--- config.mk ---
export PLATFORM = sky130hd
export DESIGN_NAME = intr_router
export DESIGN_NICKNAME = d
export VERILOG_FILES = /design/src/rtl/intr_pkg.sv /design/src/rtl/intr_combiner.sv /design/src/rtl/intr_route_slot.sv /design/src/rtl/intr_nmi_qual.sv /design/src/rtl/intr_router.sv
export SDC_FILE = /design/constraint.sdc
export NUM_CORES = 2
export LEC_CHECK = 0
export BUFFER_PORTS_ARGS = -buffer_cell sky130_fd_sc_hd__buf_2
export CELL_PAD_IN_SITES_DETAIL_PLACEMENT = 0
export CELL_PAD_IN_SITES_GLOBAL_PLACEMENT = 1
export CORE_ASPECT_RATIO = 0.8
export CORE_UTILIZATION = 50
export CTS_BUF_LIST = sky130_fd_sc_hd__clkbuf_8
export DETAILED_ROUTE_END_ITERATION = 8
export PLACE_DENSITY_LB_ADDON = 0.1
export SLEW_MARGIN = 10
export SYNTH_ARGS = -nofsm -noshare
export SYNTH_HDL_FRONTEND = slang
export SYNTH_HIERARCHICAL = 1
export SYNTH_SLANG_ARGS = --single-unit
--- constraint.sdc ---
create_clock -name clk -period 5.93 [get_ports clk]
set_input_delay 1.186 -clock clk [delete_from_list [all_inputs] [get_ports clk]]
set_output_delay 1.186 -clock clk [all_outputs]
set_load 0.05 [all_outputs]
--- src/rtl/intr_pkg.sv ---
// Package: shared sizes, register addresses and the reserved-event mask
// for the event router. Assumes 128 events in groups of 32.
package intr_pkg;
    localparam int NUM_EVT     = 128;
    localparam int NUM_CPU_INT = 12;
    localparam int NUM_SLOT    = NUM_CPU_INT + 2;
    localparam int GRP_W       = 32;
    localparam int NUM_GRP     = NUM_EVT / GRP_W;
    localparam int SEL_W       = $clog2(NUM_EVT);
    localparam int ADDR_W      = 5;
    localparam int DATA_W      = 32;
    localparam int DROP_EVT    = 96;
    localparam int PARK_EVT    = 4;
    localparam int A_SEL0      = 0;
    localparam int A_MASK0     = 16;
    localparam int A_FLAG0     = 20;
    localparam int A_DROP      = 24;

    // Events whose input lines are not connected and must read as zero.
    function automatic logic [NUM_EVT-1:0] rsv_mask();
        logic [NUM_EVT-1:0] m;
        m = '0;
        for (int i = 4; i <= 8; i++) m[i] = 1'b1;
        m[98] = 1'b1;
        m[99] = 1'b1;
        return m;
    endfunction
endpackage

--- src/rtl/intr_combiner.sv ---
// Combiner: keeps one sticky flag per event of a group and ORs the unmasked
// flags into one combined event. A set in the same cycle wins over a clear.
module intr_combiner #(
    parameter int W = 32
) (
    input  logic         clk,
    input  logic         rst_n,
    input  logic [W-1:0] evt,
    input  logic [W-1:0] mask,
    input  logic [W-1:0] clr,
    output logic [W-1:0] flags,
    output logic         comb
);
    // Latch incoming events and apply write-1-to-clear.
    always_ff @(posedge clk) begin
        if (!rst_n) flags <= '0;
        else        flags <= (flags & ~clr) | evt;
    end

    // Combined event from the enabled flags.
    assign comb = |(flags & ~mask);
endmodule

--- src/rtl/intr_route_slot.sv ---
// Route slot: selects one event's rising edge and pulses for one cycle.
// The output pends until acknowledged. An edge that arrives while the output
// is pending and not acknowledged is reported on drop and gives no pulse.
// For an output without acknowledge, tie ack high.
module intr_route_slot #(
    parameter int EVT_W = 128,
    parameter int SEL_W = 7
) (
    input  logic             clk,
    input  logic             rst_n,
    input  logic [SEL_W-1:0] sel,
    input  logic [EVT_W-1:0] rise,
    input  logic             ack,
    output logic             pulse,
    output logic             drop
);
    logic hit, pend, deliver;

    // Edge of the selected event, and the deliver/drop decision.
    always_comb begin
        hit     = rise[sel];
        deliver = hit && (!pend || ack);
        drop    = hit && pend && !ack;
    end

    // Output pulse and pending state.
    always_ff @(posedge clk) begin
        if (!rst_n) begin
            pulse <= 1'b0;
            pend  <= 1'b0;
        end else begin
            pulse <= deliver;
            if (deliver)  pend <= 1'b1;
            else if (ack) pend <= 1'b0;
        end
    end
endmodule

--- src/rtl/intr_nmi_qual.sv ---
// NMI qualifier: synchronises the active-low pin and emits one pulse when a
// low level that followed a high level of at least MIN cycles has itself
// lasted MIN cycles. The pin is assumed idle high.
module intr_nmi_qual #(
    parameter int MIN = 6
) (
    input  logic clk,
    input  logic rst_n,
    input  logic nmi_n,
    output logic nmi_out
);
    localparam int CNT_W = $clog2(MIN + 1);

    logic             s1, s2, lvl_prev, armed;
    logic [CNT_W-1:0] cnt;

    // Two-stage synchroniser for the asynchronous pin.
    always_ff @(posedge clk) begin
        if (!rst_n) begin
            s1 <= 1'b1;
            s2 <= 1'b1;
        end else begin
            s1 <= nmi_n;
            s2 <= s1;
        end
    end

    // Measure run lengths, arm on a qualified fall, fire once per low level.
    always_ff @(posedge clk) begin
        if (!rst_n) begin
            lvl_prev <= 1'b1;
            cnt      <= '0;
            armed    <= 1'b0;
            nmi_out  <= 1'b0;
        end else begin
            lvl_prev <= s2;
            nmi_out  <= 1'b0;
            if (s2 != lvl_prev) begin
                cnt   <= CNT_W'(1);
                armed <= !s2 && (cnt >= CNT_W'(MIN));
            end else begin
                if (cnt < CNT_W'(MIN)) cnt <= cnt + CNT_W'(1);
                if (!s2 && armed && cnt == CNT_W'(MIN - 1)) begin
                    nmi_out <= 1'b1;
                    armed   <= 1'b0;
                end
            end
        end
    end
endmodule

--- src/rtl/intr_router.sv ---
// Event router top: holds the selector, mask and drop-status registers and
// builds the effective event vector. Combiner outputs replace events 0..3,
// the drop event replaces 96 and reserved lines are forced low. Rising edges
// of that vector feed fourteen route slots. Register reads are combinational.
module intr_router
    import intr_pkg::*;
#(
    parameter int NMI_MIN = 6
) (
    input  logic                   clk,
    input  logic                   rst_n,
    input  logic [NUM_EVT-1:0]     evt_in,
    input  logic [NUM_CPU_INT-1:0] int_ack,
    input  logic                   nmi_n,
    input  logic                   reg_we,
    input  logic [ADDR_W-1:0]      reg_addr,
    input  logic [DATA_W-1:0]      reg_wdata,
    output logic [DATA_W-1:0]      reg_rdata,
    output logic [NUM_CPU_INT-1:0] cpu_int,
    output logic                   exc_out,
    output logic                   dbg_out,
    output logic                   nmi_out
);
    localparam logic [NUM_EVT-1:0] RSV = rsv_mask();

    logic [SEL_W-1:0]    sel_q     [NUM_SLOT];
    logic [GRP_W-1:0]    mask_q    [NUM_GRP];
    logic [GRP_W-1:0]    cmb_flags [NUM_GRP];
    logic [GRP_W-1:0]    clr_v     [NUM_GRP];
    logic [GRP_W-1:0]    grp_in    [NUM_GRP];
    logic [NUM_GRP-1:0]  cmb_out;
    logic [NUM_EVT-1:0]  eff_evt, evt_prev, evt_rise;
    logic [NUM_SLOT-1:0] slot_pulse, slot_ack, drop_vec, drop_status;
    logic                drop_pulse;

    // Effective event vector with internal sources and reserved lines applied.
    always_comb begin
        eff_evt                = evt_in & ~RSV;
        eff_evt[NUM_GRP-1:0]   = cmb_out;
        eff_evt[DROP_EVT]      = drop_pulse;
        evt_rise               = eff_evt & ~evt_prev;
    end

    // Group slices for the combiners; combiner 0 never sees its own output.
    always_comb begin
        for (int g = 0; g < NUM_GRP; g++) begin
            grp_in[g] = eff_evt[g*GRP_W +: GRP_W];
            clr_v[g]  = (reg_we && reg_addr == ADDR_W'(A_FLAG0 + g)) ? reg_wdata[GRP_W-1:0] : '0;
        end
        grp_in[0][0] = 1'b0;
    end

    // Previous effective events for edge detection.
    always_ff @(posedge clk) begin
        if (!rst_n) evt_prev <= '0;
        else        evt_prev <= eff_evt;
    end

    for (genvar g = 0; g < NUM_GRP; g++) begin : g_cmb
        intr_combiner #(.W(GRP_W)) u_cmb (
            .clk   (clk),
            .rst_n (rst_n),
            .evt   (grp_in[g]),
            .mask  (mask_q[g]),
            .clr   (clr_v[g]),
            .flags (cmb_flags[g]),
            .comb  (cmb_out[g])
        );
    end

    for (genvar k = 0; k < NUM_SLOT; k++) begin : g_slot
        if (k < NUM_CPU_INT) begin : g_ack
            assign slot_ack[k] = int_ack[k];
        end else begin : g_noack
            assign slot_ack[k] = 1'b1;
        end
        intr_route_slot #(.EVT_W(NUM_EVT), .SEL_W(SEL_W)) u_slot (
            .clk   (clk),
            .rst_n (rst_n),
            .sel   (sel_q[k]),
            .rise  (evt_rise),
            .ack   (slot_ack[k]),
            .pulse (slot_pulse[k]),
            .drop  (drop_vec[k])
        );
    end

    assign cpu_int = slot_pulse[NUM_CPU_INT-1:0];
    assign exc_out = slot_pulse[NUM_CPU_INT];
    assign dbg_out = slot_pulse[NUM_CPU_INT+1];

    // Register writes, drop status and the one-cycle drop event.
    always_ff @(posedge clk) begin
        if (!rst_n) begin
            for (int k = 0; k < NUM_SLOT; k++) sel_q[k] <= SEL_W'(PARK_EVT);
            for (int g = 0; g < NUM_GRP; g++) mask_q[g] <= '1;
            drop_status <= '0;
            drop_pulse  <= 1'b0;
        end else begin
            drop_pulse <= |drop_vec;
            if (reg_we && reg_addr == ADDR_W'(A_DROP))
                drop_status <= (drop_status & ~reg_wdata[NUM_SLOT-1:0]) | drop_vec;
            else
                drop_status <= drop_status | drop_vec;
            if (reg_we) begin
                for (int k = 0; k < NUM_SLOT; k++)
                    if (reg_addr == ADDR_W'(A_SEL0 + k)) sel_q[k] <= reg_wdata[SEL_W-1:0];
                for (int g = 0; g < NUM_GRP; g++)
                    if (reg_addr == ADDR_W'(A_MASK0 + g)) mask_q[g] <= reg_wdata[GRP_W-1:0];
            end
        end
    end

    // Combinational register read.
    always_comb begin
        reg_rdata = '0;
        for (int k = 0; k < NUM_SLOT; k++)
            if (reg_addr == ADDR_W'(A_SEL0 + k)) reg_rdata = DATA_W'(sel_q[k]);
        for (int g = 0; g < NUM_GRP; g++) begin
            if (reg_addr == ADDR_W'(A_MASK0 + g)) reg_rdata = DATA_W'(mask_q[g]);
            if (reg_addr == ADDR_W'(A_FLAG0 + g)) reg_rdata = DATA_W'(cmb_flags[g]);
        end
        if (reg_addr == ADDR_W'(A_DROP)) reg_rdata = DATA_W'(drop_status);
    end

    intr_nmi_qual #(.MIN(NMI_MIN)) u_nmi (
        .clk     (clk),
        .rst_n   (rst_n),
        .nmi_n   (nmi_n),
        .nmi_out (nmi_out)
    );
endmodule

Yosys cells after proc, flatten, opt, wreduce, memory -nomap -nowiden. Memories as Yosys holds them, arrays and structs flattened. Index checks and enable logic that the tools add are counted.

Order comparisons: 16. Mux-type cells: 176. Bitwise logic cells: 45. Reduce and logical (&&, ||, !) cells: 102. Equality and inequality tests: 24. Add/sub/neg operators: 1.

Operators with widths (number): 2-to-1 mux 32 bit (30); bitwise AND 32 bit (8); inverter 32 bit (8); bitwise AND 128 bit (1); inverter 128 bit (1); OR 32 bit (4); OR reduction 32 bit (4); 2-to-1 mux 1 bit (116); < comparator 7 x 8 -> 1 bit, second input constant (14); 2-to-1 mux 7 bit (15); binary-select mux 1 bit (select 7 bit) (14); == test 5 bit, second input constant (9); logical AND 1 bit (44); == test 5 x 4 -> 1 bit, second input constant (6); OR 14 x 12 -> 14 bit (2); nonzero test 2 bit (14); logical NOT 1 bit (25); == test 5 x 3 -> 1 bit, second input constant (4); OR 1 bit (18); bitwise AND 14 bit (1); 2-to-1 mux 14 bit (1); inverter 14 bit (1); logical OR 1 bit (12); OR reduction 12 bit (1); other kinds (10) (11).

Register bits after elaboration: 305. Input bits: 181. Bits in writable memories: 226. Memories kept: 2. Output and inout port bits: 47. Word-level logic and storage cells: 407.

Memories: mask_q (words 4, bits a word 32, read ports 4, clocked after memory_dff 0, write ports 4, RTL line intr_router.sv:27) `logic [GRP_W-1:0] mask_q [NUM_GRP];`; sel_q (words 14, bits a word 7, read ports 14, clocked after memory_dff 0, write ports 14, RTL line intr_router.sv:26) `logic [SEL_W-1:0] sel_q [NUM_SLOT];`.

Depth between registers and ports, before layout.
Word-level depth: 24. Depth in mapped cells: 13. Mapped depth without buffers: 13.

Modules after synthesis. The synthesis kept the hierarchy.

Modules (own cells, without submodules): intr_route_slot (instances 14, sequential area each 40.0 µm², cells each 112, area each 1268.7 µm²); intr_router (instances 1, sequential area each 9509.1 µm², cells each 1603, area each 16724.8 µm²); intr_combiner (instances 4, sequential area each 640.6 µm², cells each 152, area each 1267.5 µm²); intr_nmi_qual (instances 1, sequential area each 160.2 µm², cells each 32, area each 332.8 µm²).

Worst setup path after synthesis. No wires, ideal clock.

Path kind: input -> register. Start point: input reg_addr[4]. End point: memory mask_q[1][0], enable pin. Path buffers: 3. Data arrival time: 4.427 ns. Setup time: 0.466 ns. Data required time: 5.464 ns. Cell stages on the path: 5. Path slack: 1.037 ns. Cells stage by stage: clkbuf_1 clkbuf_1 nand3_1 clkbuf_1 o21ai_0.

RTL lines: start, declared (RTL line intr_router.sv:16) `input logic [ADDR_W-1:0] reg_addr,`; end, declared (RTL line intr_router.sv:27).

Worst setup path after layout.
Start point: input reg_addr[1]. End point: output reg_rdata[1].

Word-level cells in the longest chain between the ends: 24. Elaborated cells on any way between the ends: 46. Those cells by class: 22 x eq/ne; 23 x mux; 1 x reduce/logical.

Ends and longest elaborated chain: logical NOT 5 bit (RTL line intr_router.sv:118) `if (reg_addr == ADDR_W'(A_SEL0 + k)) reg_rdata = DATA_W'(sel_q[k]);`; 2-to-1 mux 7 bit (RTL line intr_router.sv:118); 2-to-1 mux 32 bit (13 in a row) (RTL line intr_router.sv:118); 2-to-1 mux 32 bit (RTL line intr_router.sv:120) `if (reg_addr == ADDR_W'(A_MASK0 + g)) reg_rdata = DATA_W'(mask_q[g]);`; 2-to-1 mux 32 bit (RTL line intr_router.sv:121) `if (reg_addr == ADDR_W'(A_FLAG0 + g)) reg_rdata = DATA_W'(cmb_flags[g]);`; 2-to-1 mux 32 bit (RTL line intr_router.sv:120); 2-to-1 mux 32 bit (RTL line intr_router.sv:121); 2-to-1 mux 32 bit (RTL line intr_router.sv:120); 2-to-1 mux 32 bit (RTL line intr_router.sv:121); 2-to-1 mux 32 bit (RTL line intr_router.sv:120); 2-to-1 mux 32 bit (RTL line intr_router.sv:121); 2-to-1 mux 32 bit * (RTL line intr_router.sv:123) `if (reg_addr == ADDR_W'(A_DROP)) reg_rdata = DATA_W'(drop_status);`; end, declared (RTL line intr_router.sv:18) `output logic [DATA_W-1:0] reg_rdata,`.

Mark *: on every way between the ends. The rest lies on a longest branch, timed or not.

==> metrics.md <==
| Metric | Value |
|---|---|
| VDD IR max | between 0.15 and 0.2 mV |
| Drt first pass iters | 9 |
| Post-placement setup slack | slightly below 0.7 ns |
| Worst min-delay path class | reg -> reg |
| Top Ports | between 200 and 250 |
| Critical Path End Type | output pin |
| Ys flop type | dfxtp_1 |
| Clock buffer count from CTS | 90 |
| Syn_area_per_cell | roughly 10 um^2 |
| Type of origin of the critical path | input port |
| Final hold vios | 0 |
| Post-route cell area | about 44000 um^2 |
| Die X | between 300 and 400 um |
| Worst-Skew Late Latency | 0.76 ns |
| Cts hold-fix bufs | 0 |
| Relative slew slack | 0.141 |
| Outcome | completed |
| R2r worst-path depth | 14 |
| Leak | about 18 nW |
| Hold Path Depth | 1 |
| YS warnings | 6 |
| DIE HEIGHT | between 200 and 300 um |
| Hold_sp | u_nmi/s1 |
| Vias in the first global route | 33500 |
| Number of enable flip-flop cells after synthesis | around 230 |
| Synth top area cells | edfxtp_1 17%, mux4_2 16%, dfxtp_1 15%, mux2i_1 5.3%, mux2_2 3.7% |
| GRT Total Usage | 0.443 |
| Data arrival time of the critical path | between 4 and 5 ns |
| Syn Inst Count | 3811 |
| Final TNS setup | 0 ns |
| Pwr dens | approximately 240 nW/um^2 |
| Area Overhead vs Synth | 11.5% |
| Worst Hold Margin | between 0.4 and 0.5 ns |
| Max-Cap Viols | 0 |
| Fin crit share | 0.905 |
| Antenna-violating nets left | 0 |
| Die Area | a little over 80000 um^2 |
| Worst Slack Setup Final | between 0.5 and 0.6 ns |
| Unrepaired setup endpoints after global routing | no |
| # rows | around 90 |
| Total gr overflow | 0 |
| Post-synth top area cell | edfxtp_1 |
| Yosys reg bits | roughly 530 |
| Wire per inst | ~35 um |
| Reg2reg end | drop_pulse |
| Pin slew with the least headroom to its limit | about 1.3 ns |
| Clk buf depth | 3 |
| Routed WL | around 180000 um |
| Min Tclk post-route | 5.37 ns |
| Via count | roughly 37000 |
| DR iter-0 viols | between 6000 and 7000 |
| RR Startpoint | mask_q[3][9] |
| Skew final | about 0.041 ns |
| PortBufs | 215 |
| Finish-stage setup viols | 0 |
| Pin count of the biggest net entering global routing | 140 |
| First-pass GRT wire length | about 250000 um |
| Worst reg-to-reg setup slack | around 1.1 ns |
| Clock root buffer | clkbuf_8 |
| DRC viols | 0 |
| Worst-path clk slew | approximately 0.060 ns |
| Top cell type's share of synthesized area | 0.170 |
| Yosys cell types | 87 |
| CP Class | in -> out |
| Synthesized area | 39900 um^2 |
| Max Fanout on Critical Path | 30 |
| Max-slew violations | 0 |
| H-Tree Depth | 3 |
| Nets | between 4000 and 5000 |
| Worst hold path endpoint | u_nmi/s2 |
| Initial antenna violation count | 14 |
| Post-DP HPWL | roughly 140000 um |
| CTS Sinks | ~530 |
| CP required | ~4.7 ns |
| Final cell utilization of the core | 0.564 |
| CTS tree | done |
| Sequential area share after synthesis | 0.321 |
| Post-CTS Setup Bufs | 0 |
| Core area | 78900 um^2 |
| Initial Utilization | 0.506 |
| Share of cells above drive strength 1 | 0.255 |
| Vias per Instance | 7.06 |
| Cell Area, Placed | 42500 um^2 |
| Maximum clock rate | 186 MHz |
| Fill cell count | ~7100 |
| Post-synth ARST share | 0 |
| # resized after CTS | 0 |
| Placer congestion estimate | approximately 1.1 |
metal layers:
layer / vias up / routed length, um / GRT usage
met1: 18200 / 71700 / 0.612
met3: 356 / 32400 / 0.211
li1: 15300 / - / -
met2: 2969 / 73100 / 0.609
met5: - / 196 / 0.0158
met4: 10 / 5430 / 0.128
kinds of logic (layout without fill, tap and decap cells):
logic type                 count (synthesis)  count (layout)  synth area share
xor gates and xnor gates                   3               3          0.000659
muxes                                    667             667             0.277
adders and majority gates                  3               3          0.000941
buffers and inverters                    495             759            0.0616
other                                      2             114          0.000188
and+or+nand+nor                         1274            1274             0.181
AOI/OAI and AO/OA                        841             841             0.158
DFF                                      526             526             0.321
worst max path at each step:
| stage | startpoint | end | slack, ns | cells past startpoint |
|---|---|---|---|---|
| 6_report | reg_addr[1] | reg_rdata[1] | 0.56 | 8 |
| 5_1_grt | reg_addr[1] | reg_rdata[1] | 0.46 | 8 |
| 4_1_cts | reg_addr[1] | reg_rdata[1] | 0.67 | 8 |
| 3_5_place_dp | reg_addr[1] | reg_rdata[1] | 0.68 | 8 |
| 3_3_place_gp | reg_addr[1] | reg_rdata[1] | 0.73 | 8 |
| 2_1_floorplan | reg_addr[4] | mask_q[1][0] | 1.04 | 5 |
layout make-up:
| cell class | instances | area (um^2) | share of cell area |
|---|---|---|---|
| multi-input cells | 2896 | 25200 | 0.567 |
| flip-flops and latches | 526 | 12800 | 0.288 |
| repair buffers | 400 | 2530 | 0.0568 |
| clock buffers | 115 | 1580 | 0.0356 |
| well taps | 1034 | 1290 | 0.0291 |
| inverters | 192 | 721 | 0.0162 |
| clock inverters | 52 | 332 | 0.00745 |
| diodes | 6 | 15.0 | 0.000338 |
flip-flops by register name, indices dropped and copies added, names as in the netlist:
register and cells:
drop_pulse 1, drop_status 14, evt_prev 121, g_cmb.u_cmb/flags 128, g_slot.u_slot/pend 14, g_slot.u_slot/pulse 14, mask_q 128, sel_q 98
u_nmi/armed 1, u_nmi/cnt 3, u_nmi/lvl_prev 1, u_nmi/nmi_out 1, u_nmi/s1 1, u_nmi/s2 1
synth_stat cells, drive strengths merged, types with 7 or more instances:
master     n
o21ai     57
o221ai    52
nand4     23
and2     137
mux2     134
a22oi    110
o211ai    18
a31o      14
nand2b    38
nor2b    185
a221o     19
a21o      15
clkbuf   128
nor3      12
nand2    111
o41a      14
o21bai    16
a21oi     99
a41o      14
or3      137
o311ai    15
a221oi    12
dfxtp    300
mux2i    211
o2111ai   14
o21a     145
edfxtp   226
nand3b    17
and3     145
and3b     43
nor4      22
o22ai    118
a32oi     18
a22o       7
nand3     65
buf      175
a222oi    36
nor3b     16
inv      192
mux4     322
a21boi    15
nor2     305
report_power, final:
| group | total [W] | switching, W | internal (W) |
|---|---|---|---|
| Clock | 0.00353 | 0.00168 | 0.00185 |
| Combinational | 0.00286 | 0.00168 | 0.00118 |
| Sequential | 0.00439 | 0.000373 | 0.00402 |
| Total | 0.0108 | 0.00374 | 0.00705 |
through the flow:
| step | std cells | total power (W) |
|---|---|---|
| 2_1_floorplan | 3917 | 0.00613 |
| 3_3_place_gp | 5048 | 0.00715 |
| 3_5_place_dp | 5048 | 0.00718 |
| 4_1_cts | 5215 | 0.0107 |
| 5_1_grt | 5220 | 0.0111 |
| 6_report | 5221 | 0.0108 |
critical path: stages:
cell,delay [ns]
buf_2,0.47
inv_2,0.18
and2_1,0.56
a211oi_1,0.62
o311ai_1,0.18
o311a_1,0.35
o211ai_1,0.28
buf_2,0.33
layout by cell type (no fill, tap or decap), types with 131 or more instances in the layout:
cell type,instances
buf_4,182
mux2_2,131
and3_1,145
edfxtp_1,226
buf_2,213
dfxtp_1,300
mux2i_1,211
nor2_1,298
mux4_2,280
inv_1,216
o21a_1,145
and2_1,137
or3_1,137
nor2b_1,151
(Power assumes the default switching activity.)
